**config.mk**
```make
export PLATFORM = sky130hd
export DESIGN_NAME = tx_pad_fcs
export DESIGN_NICKNAME = d
export VERILOG_FILES = /design/src/rtl/tpf_pkg.sv /design/src/rtl/tpf_crc.sv /design/src/rtl/tpf_len.sv /design/src/rtl/tx_pad_fcs.sv
export SDC_FILE = /design/constraint.sdc
export NUM_CORES = 1
export LEC_CHECK = 0
export ABC_AREA = 1
export CAP_MARGIN = 20
export CORE_ASPECT_RATIO = 1.75
export CORE_MARGIN = 3
export CORE_UTILIZATION = 54
export DETAILED_ROUTE_END_ITERATION = 12
export PLACE_DENSITY = 0.89
export SLEW_MARGIN = 20
export SYNTH_ARGS = -nofsm -noshare
export SYNTH_HDL_FRONTEND = slang
export SYNTH_HIERARCHICAL = 1
export SYNTH_SLANG_ARGS = --single-unit
export TNS_END_PERCENT = 1
```
**constraint.sdc**
```tcl
create_clock -name clk -period 2.85 [get_ports clk]
set_input_delay 0.7125 -clock clk [delete_from_list [all_inputs] [get_ports clk]]
set_output_delay 0.7125 -clock clk [all_outputs]
set_load 0.02 [all_outputs]
```
**src/rtl/tpf_pkg.sv**
```systemverilog
package tpf_pkg;
  typedef enum logic [1:0] {ST_DATA = 2'd0, ST_PAD = 2'd1, ST_FCS = 2'd2} tpf_state_e;

  // Reflected CRC-32 update by one byte, one bit at a time, LSB first.
  function automatic logic [31:0] crc32_step(input logic [31:0] c, input logic [7:0] d);
    logic [31:0] r;
    r = c;
    for (int i = 0; i < 8; i++) begin
      if (r[0] ^ d[i]) r = (r >> 1) ^ 32'hEDB8_8320;
      else             r = r >> 1;
    end
    return r;
  endfunction
endpackage

```
**src/rtl/tpf_crc.sv**
```systemverilog
module tpf_crc (
  input  logic        clk,
  input  logic        rst_n,
  input  logic        clear,
  input  logic        step,
  input  logic [7:0]  data,
  output logic [31:0] crc
);
  always_ff @(posedge clk or negedge rst_n) begin
    if (!rst_n)     crc <= '1;
    else if (clear) crc <= '1;
    else if (step)  crc <= tpf_pkg::crc32_step(crc, data);
  end
endmodule

```
**src/rtl/tpf_len.sv**
```systemverilog
module tpf_len #(
  parameter int MIN_BODY = 60,
  localparam int CW = $clog2(MIN_BODY + 1)
) (
  input  logic clk,
  input  logic rst_n,
  input  logic clear,
  input  logic inc,
  output logic short_now,   // the current byte is not yet the minimum-th
  output logic pad_final    // the current byte is the minimum-th
);
  logic [CW-1:0] cnt;

  always_ff @(posedge clk or negedge rst_n) begin
    if (!rst_n)                                cnt <= '0;
    else if (clear)                            cnt <= '0;
    else if (inc && cnt != CW'(MIN_BODY))      cnt <= cnt + 1'b1;
  end

  assign short_now = cnt < CW'(MIN_BODY - 1);
  assign pad_final = cnt == CW'(MIN_BODY - 1);
endmodule

```
**src/rtl/tx_pad_fcs.sv**
```systemverilog
module tx_pad_fcs #(
  parameter int MIN_FRAME = 64,
  parameter int FCS_BYTES = 4
) (
  input  logic       clk,
  input  logic       rst_n,
  input  logic       pad_en,
  input  logic       fcs_dis,
  input  logic       in_valid,
  output logic       in_ready,
  input  logic [7:0] in_data,
  input  logic       in_last,
  input  logic       in_add_fcs,
  output logic       out_valid,
  input  logic       out_ready,
  output logic [7:0] out_data,
  output logic       out_last
);
  import tpf_pkg::*;

  localparam int MIN_BODY = MIN_FRAME - FCS_BYTES;
  localparam int IW = (FCS_BYTES > 1) ? $clog2(FCS_BYTES) : 1;

  tpf_state_e     state_q, state_d;
  logic [IW-1:0]  idx_q;
  logic [31:0]    crc;
  logic           short_now, pad_final;
  logic           fire, pad_need, fcs_need, step, clear;

  assign fire = out_valid && out_ready;

  always_comb begin
    pad_need  = pad_en && short_now;
    fcs_need  = pad_need || (in_add_fcs && !fcs_dis);
    in_ready  = 1'b0;
    out_valid = 1'b0;
    out_data  = 8'h00;
    out_last  = 1'b0;
    step      = 1'b0;
    clear     = 1'b0;
    state_d   = state_q;
    unique case (state_q)
      ST_DATA: begin
        in_ready  = out_ready;
        out_valid = in_valid;
        out_data  = in_data;
        out_last  = in_last && !fcs_need;
        step      = fire;
        if (fire && in_last) begin
          if (pad_need)      state_d = ST_PAD;
          else if (fcs_need) state_d = ST_FCS;
          else               clear   = 1'b1;
        end
      end
      ST_PAD: begin
        out_valid = 1'b1;
        step      = fire;
        if (fire && pad_final) state_d = ST_FCS;
      end
      ST_FCS: begin
        out_valid = 1'b1;
        out_data  = ~crc[idx_q*8 +: 8];
        out_last  = idx_q == IW'(FCS_BYTES - 1);
        if (fire && out_last) begin
          state_d = ST_DATA;
          clear   = 1'b1;
        end
      end
      default: state_d = ST_DATA;
    endcase
  end

  always_ff @(posedge clk or negedge rst_n) begin
    if (!rst_n) begin
      state_q <= ST_DATA;
      idx_q   <= '0;
    end else begin
      state_q <= state_d;
      if (state_q != ST_FCS) idx_q <= '0;
      else if (fire)         idx_q <= idx_q + 1'b1;
    end
  end

  tpf_crc u_crc (
    .clk(clk), .rst_n(rst_n), .clear(clear), .step(step), .data(out_data), .crc(crc)
  );

  tpf_len #(.MIN_BODY(MIN_BODY)) u_len (
    .clk(clk), .rst_n(rst_n), .clear(clear), .inc(step),
    .short_now(short_now), .pad_final(pad_final)
  );
endmodule

```
; ---- After elaboration in Yosys (flattened, before gate mapping)
; Index checks and enable logic that the tools add are counted.
[totals]
elab_cells = 97
output_inout_bits = 11
regBits = 42
[classes]
eq_ne = 10
shifts = 1
n_lt_le_gt_ge = 1
n_addsub = 2
n_reduce_logical = 18
muxes = 44
n_bitwise = 17
[ops]
columns = cell, n
row1 = $mux W32, 24
row2 = $not A13 Y14, 8
row3 = $shiftx A32 B6 Y8, 1
row4 = $pmux W8 S2, 1
row5 = $mux W2, 7
row6 = $mux W6, 2
row7 = $logic_and A1 B1 Y1, 8
row8 = $ne A2 B2 Y1 const B, 4
row9 = $not A8 Y8, 1
row10 = $xor A1 B1 Y1, 8
row11 = $add A6 B1 Y6 const B, 1
row12 = $eq A6 B6 Y1 const B, 1
row13 = $lt A6 B6 Y1 const B, 1
row14 = $mux W1, 6
row15 = $ne A6 B6 Y1 const B, 1
row16 = $pmux W1 S2, 3
row17 = $pmux W2 S3, 1
row18 = $reduce_bool A2 Y1, 3
row19 = $eq A2 B2 Y1 const B, 2
row20 = $reduce_and A4 Y1, 1
row21 = $reduce_or A2 Y1, 2
row22 = $ne A3 B3 Y1 const B, 1
row23 = $add A2 B1 Y2 const B, 1
row24 = $eq A2 B1 Y1 const B, 1
row25 = 3 further kinds, 4

; ---- Logic depth before layout (Yosys ltp)
[logic_depth]
word_depth = 36
ltp_mapped = 18

; ---- Hierarchy
; Netlist, hierarchy kept.
[modules_own_cells]
columns = mod, area_each_um2, seq_area_each_um2, cells_per_inst, n_inst
row1 = tpf_crc, 2433.6, 840.8, 357, 1
row2 = tx_pad_fcs, 685.7, 100.1, 115, 1
row3 = tpf_len, 401.6, 150.1, 53, 1

; ---- Worst setup path after synthesis
; No wires, ideal clock.
[synth_path]
kind = register to register
start = register u_len.cnt[1]
end = register u_crc.crc[18]
arrival_ps = 2878
path_stages_with_launch = 16
setup_slack_ps = -110
path_buffers = 1
t_required_ps = 2768
cell_sequence = dfrtp_1 > ha_1 > inv_1 > nor4_1 > nor2_1 > nand2_1 > nand3_1 > o22ai_1 > inv_1 > nor2_1 > nor2_1 > nor2_1 > buf_2 > clkinv_1 > a21oi_1 > a21oi_1
[synth_between]
elab_chain_cells = 8
word_cells_on_any_way = 9
[synth_lines]
columns = item, line
row1 = "start, declared", tpf_len.sv:12  ; logic [CW-1:0] cnt;
row2 = "start signal, assigned", tpf_len.sv:17  ; else if (inc && cnt != CW'(MIN_BODY)) cnt <= cnt + 1'b1;
row3 = $lt A6 B6 Y1 (*), tpf_len.sv:20  ; assign short_now = cnt < CW'(MIN_BODY - 1);
row4 = named net short_now, tx_pad_fcs.sv:27  ; logic short_now, pad_final;
row5 = $logic_and A1 B1 Y1 (*), tx_pad_fcs.sv:33  ; pad_need = pad_en && short_now;
row6 = $logic_or A1 B1 Y1, tx_pad_fcs.sv:34  ; fcs_need = pad_need || (in_add_fcs && !fcs_dis);
row7 = $mux W1, tx_pad_fcs.sv:51  ; else if (fcs_need) state_d = ST_FCS;
row8 = $mux W1 (*), tx_pad_fcs.sv:50  ; if (pad_need) state_d = ST_PAD;
row9 = $mux W1 (*), tx_pad_fcs.sv:49  ; if (fire && in_last) begin
row10 = $pmux W1 S2 (*), tx_pad_fcs.sv:42  ; unique case (state_q)
row11 = named net clear, tx_pad_fcs.sv:28  ; logic fire, pad_need, fcs_need, step, clear;
row12 = $mux W32 or $reduce_bool A2 Y1 (tied branches), -
row13 = "end signal, assigned", tpf_crc.sv:12  ; else if (step) crc <= tpf_pkg::crc32_step(crc, data);
row14 = "end, declared", tpf_crc.sv:7  ; output logic [31:0] crc
; The timed path passes the listed nets; every way through them passes the cells marked *.
; A chain may end at the register's enable or synchronous reset.

; ---- Final worst setup path
[layout_path]
start = register idx_q[0]
end = output port out_data[4]
[layout_between]
elab_chain_cells = 3
[layout_lines]
columns = item, line
row1 = "start, declared", tx_pad_fcs.sv:25  ; logic [IW-1:0] idx_q;
row2 = "start signal, assigned", tx_pad_fcs.sv:80  ; else if (fire) idx_q <= idx_q + 1'b1;
row3 = $shiftx A32 B6 Y8, tx_pad_fcs.sv:62  ; out_data = ~crc[idx_q*8 +: 8];
row4 = $not A8 Y8, tx_pad_fcs.sv:62
row5 = $pmux W8 S2, tx_pad_fcs.sv:42
row6 = "end, declared", tx_pad_fcs.sv:16  ; output logic [7:0] out_data,
; No other way between the ends.

==> results.py <==
metrics = {
    "status": {
        "status": "completed",
    },
    "detailed_routing": {
        "ant_nets": 0,
        "drt_pre_antenna_iters": 5,
        "post_drt_wl_per_cell_um": 15.6,
        "routed_wirelength_mm": 10.2,
        "post_drt_via_cell_ratio": 5.66,
        "first_iter_violations": 323,
        "num_vias": 3693,
        "route.detailed.drc": 0,
    },
    "global_routing": {
        "antenna_found_initial": 0,
        "grt_use_met3": 0.0357,
        "busiest_layer": "met2",
        "grt_pass1_vias": 3674,
        "grtUsageTotal": 0.285,
        "grt_remaining_overflow": 0,
        "met2_use_gr": 0.491,
        "grt_util_met1": 0.310,
        "grt_start_max_net_pins": 28,
        "global_route_wire_length_before_repair_mm": 16.5,
    },
    "cts": {
        "postCtsHoldBufs": 0,
        "clk_pin_slew_ps": 90,
        "cts.sink_count": 42,
        "clock-root-buffer": "clkbuf_8",
        "ctsHtreeMaxLevel": 2,
        "clock_latency_ps": 310,
        "tritoncts": "built",
        "numCtsBuffers": 5,
        "longest_clk_path_bufs": 2,
    },
    "finish": {
        "layout-area-overhead-vs-synth_pct": 18.2,
        "most_common_cell_after_layout_fill_and_taps_aside": "nand2_1",
        "fillers": 543,
        "final_cell_mix": "nand2_1, inv_1, nor2_1, dfstp_2, nand3_1",
        "final_layout_size_suffix_gt1_frac": 0.187,
        "layout.nets": 595,
        "antenna_cells_inserted": 0,
    },
    "sta": {
        "post-route-period-util": 0.973,
        "post_route_minimum_period_ps": 2770,
        "setup_repair_after_global_routing_missed_its_margin": "true",
        "timing_max_transition_violations_final": 0,
        "setup_viol": 0,
        "fin_skew_ps": 14.1,
        "setup_tns_after_final_layout_ps": 0,
        "timing_worst_slew_pin_value_ps": 620,
        "final_hold_viol_count": 0,
        "achievable-frequency_ghz": 0.361,
        "maxSlewHeadroom": 0.587,
    },
    "worst_setup_path": {
        "critPathMaxStageDelay_ps": 540,
        "crit_type": "flop to primary output",
        "worstPathArrival_ps": 2060,
        "ff2ff_path_depth": 15,
        "crit_path_cell_trace": "inv_2 > nor2_1 > o221ai_1 > nand2_1 > clkdlybuf4s50_1",
        "critPathSlowestCell": "clkdlybuf4s50_1",
        "ff2ff_setup_slack_ps": 180,
        "critical_path.max_fanout": 18,
        "cp-end-kind": "primary output",
        "rr_endpoint": "u_crc/crc[12]$_DFFE_PN1P_",
        "regToRegStartpoint": "u_len/cnt[1]$_DFFE_PN0P_",
        "required_ps": 2140,
        "start_kind": "flop",
    },
    "die": {
        "die_width_um": 67.0,
        "core_footprint_sq_um": 6280,
        "initial_utilization": 0.561,
        "dieArea_sq_um": 7560,
        "die-height_um": 113,
        "std_cell_rows": 38,
        "ios": 27,
    },
    "place": {
        "port_buffers": 26,
        "detailedPlacementHpwl_mm": 7.55,
        "routabilityCongestion": 0.983,
    },
    "logic_synthesis": {
        "post_synth_num_cell_types": 39,
        "postSynthRegisterBits": 42,
        "yosys_warnings": 6,
        "dominant_combinational_cell_family_by_area_after_synthesis": "simple AND/OR/NAND/NOR gates",
        "syn_area_sq_um": 3520,
        "share_of_synthesized_cell_area_in_full_adder_half_adder_and_majority_cells": 0.0249,
        "synth_fp_nets": 548,
        "yosys-mux-area-fraction": 0,
        "synthesized_area_per_cell_sq_um": 6.71,
        "post_synth_inst_count": 525,
        "synth_xor_xnor_area_share": 0.0892,
        "yosysSeqAreaShare": 0.310,
        "synth_simple_gate_area_frac": 0.360,
        "synth_compound_gate_area_share": 0.123,
    },
    "worst_hold_path": {
        "hold_path.class": "primary input to asynchronous set/reset pin",
    },
    "job": {
        "max_cap_viol_count": 0,
    },
}
[sequential cells by signal, indices dropped and copies added, names as in the netlist]
register / flops
u_crc/crc: 32
u_len/cnt: 6
idx_q: 2
state_q: 2
[cell type report]
cell class              count  area, sq um  share of cell area
repair buffers             51          464               0.112
well taps                  80          100              0.0241
clock buffers               8         90.1              0.0216
flip-flops and latches     42         1090               0.262
inverters                  71          277              0.0664
multi-input cells         401         2140               0.514
[worst max path at each step]
stage / start / endpoint / slack [ps] / cells after the start
6_report: idx_q[0]$_DFFE_PN0P_ / out_data[4] / 80 / 5
5_1_grt: u_len/cnt[1]$_DFFE_PN0P_ / u_crc/crc[18]$_DFFE_PN1P_ / -70 / 15
4_1_cts: state_q[0]$_DFFE_PN0P_ / out_data[1] / -10 / 5
3_5_place_dp: fcs_dis / out_last / 7 / 6
3_3_place_gp: fcs_dis / out_last / 8 / 6
2_1_floorplan: u_len/cnt[1]$_DFFE_PN0P_ / u_crc/crc[18]$_DFFE_PN1P_ / 40 / 15
[synth_stat cells, drive strengths merged]
cell type  instances  area share
nand2            180        0.21
inv               70       0.075
nor2              59       0.068
nand3             34       0.056
dfstp             32        0.24
o21ai             29       0.041
xor2              28       0.070
a21oi             13       0.022
o22ai             12       0.021
dfrtp             10       0.071
buf                8       0.014
nand4              8       0.014
o221ai             8       0.020
ha                 7       0.025
xnor2              7       0.020
o21bai             5       0.011
or2                4      0.0071
clkbuf             3      0.0036
o21a               2      0.0043
a211oi             1      0.0021
a31oi              1      0.0018
clkinv             1      0.0011
nand3b             1      0.0021
nor3               1      0.0014
nor4               1      0.0018
[stage by stage]
step            util  hold slack, ps  area, sq um  setup slack (ps)  std cells
4_1_cts        0.656             439         4120             -11.8        653
3_5_place_dp   0.641             519         4020              7.11        645
3_3_place_gp   0.641             504         4020              7.90        645
2_1_floorplan      -             417         3530              44.9        525
5_1_grt        0.663             445         4160             -72.3        653
6_report       0.663             412         4160              76.6        653
[logic make-up after synthesis]
| kind of cell | after synthesis |
|---|---|
| compound gates | 71 |
| xor+xnor | 35 |
| fa+ha+maj | 7 |
| buf+inv | 82 |
| flops | 42 |
| simple gates | 288 |
[metal layers]
| metal | wire length [um] | up-vias |
|---|---|---|
| met4 | 658 | 0 |
| met5 | 0 | - |
| li1 | - | 1764 |
| met3 | 633 | 48 |
| met2 | 5260 | 163 |
| met1 | 3620 | 1718 |
[critical path, delay by kind of cell, from the launching register on]
| family | cells | cell delay, ps |
|---|---|---|
| compound gates | 1 | 230 |
| buf+inv | 2 | 850 |
| flops | 1 | 490 |
| simple gates | 2 | 180 |
[timing repair]
| item | 4_1_cts | 5_1_grt |
|---|---|---|
| endpoints found under the setup margin | 9 | 19 |
| gates resized for setup | 4 | 12 |
| gates cloned | 0 | 0 |
| buffers inserted | 0 | 0 |
Power is left out: the tool's default activity adds up to more than one toggle a clock period on the data nets, which glitch-free logic cannot reach.
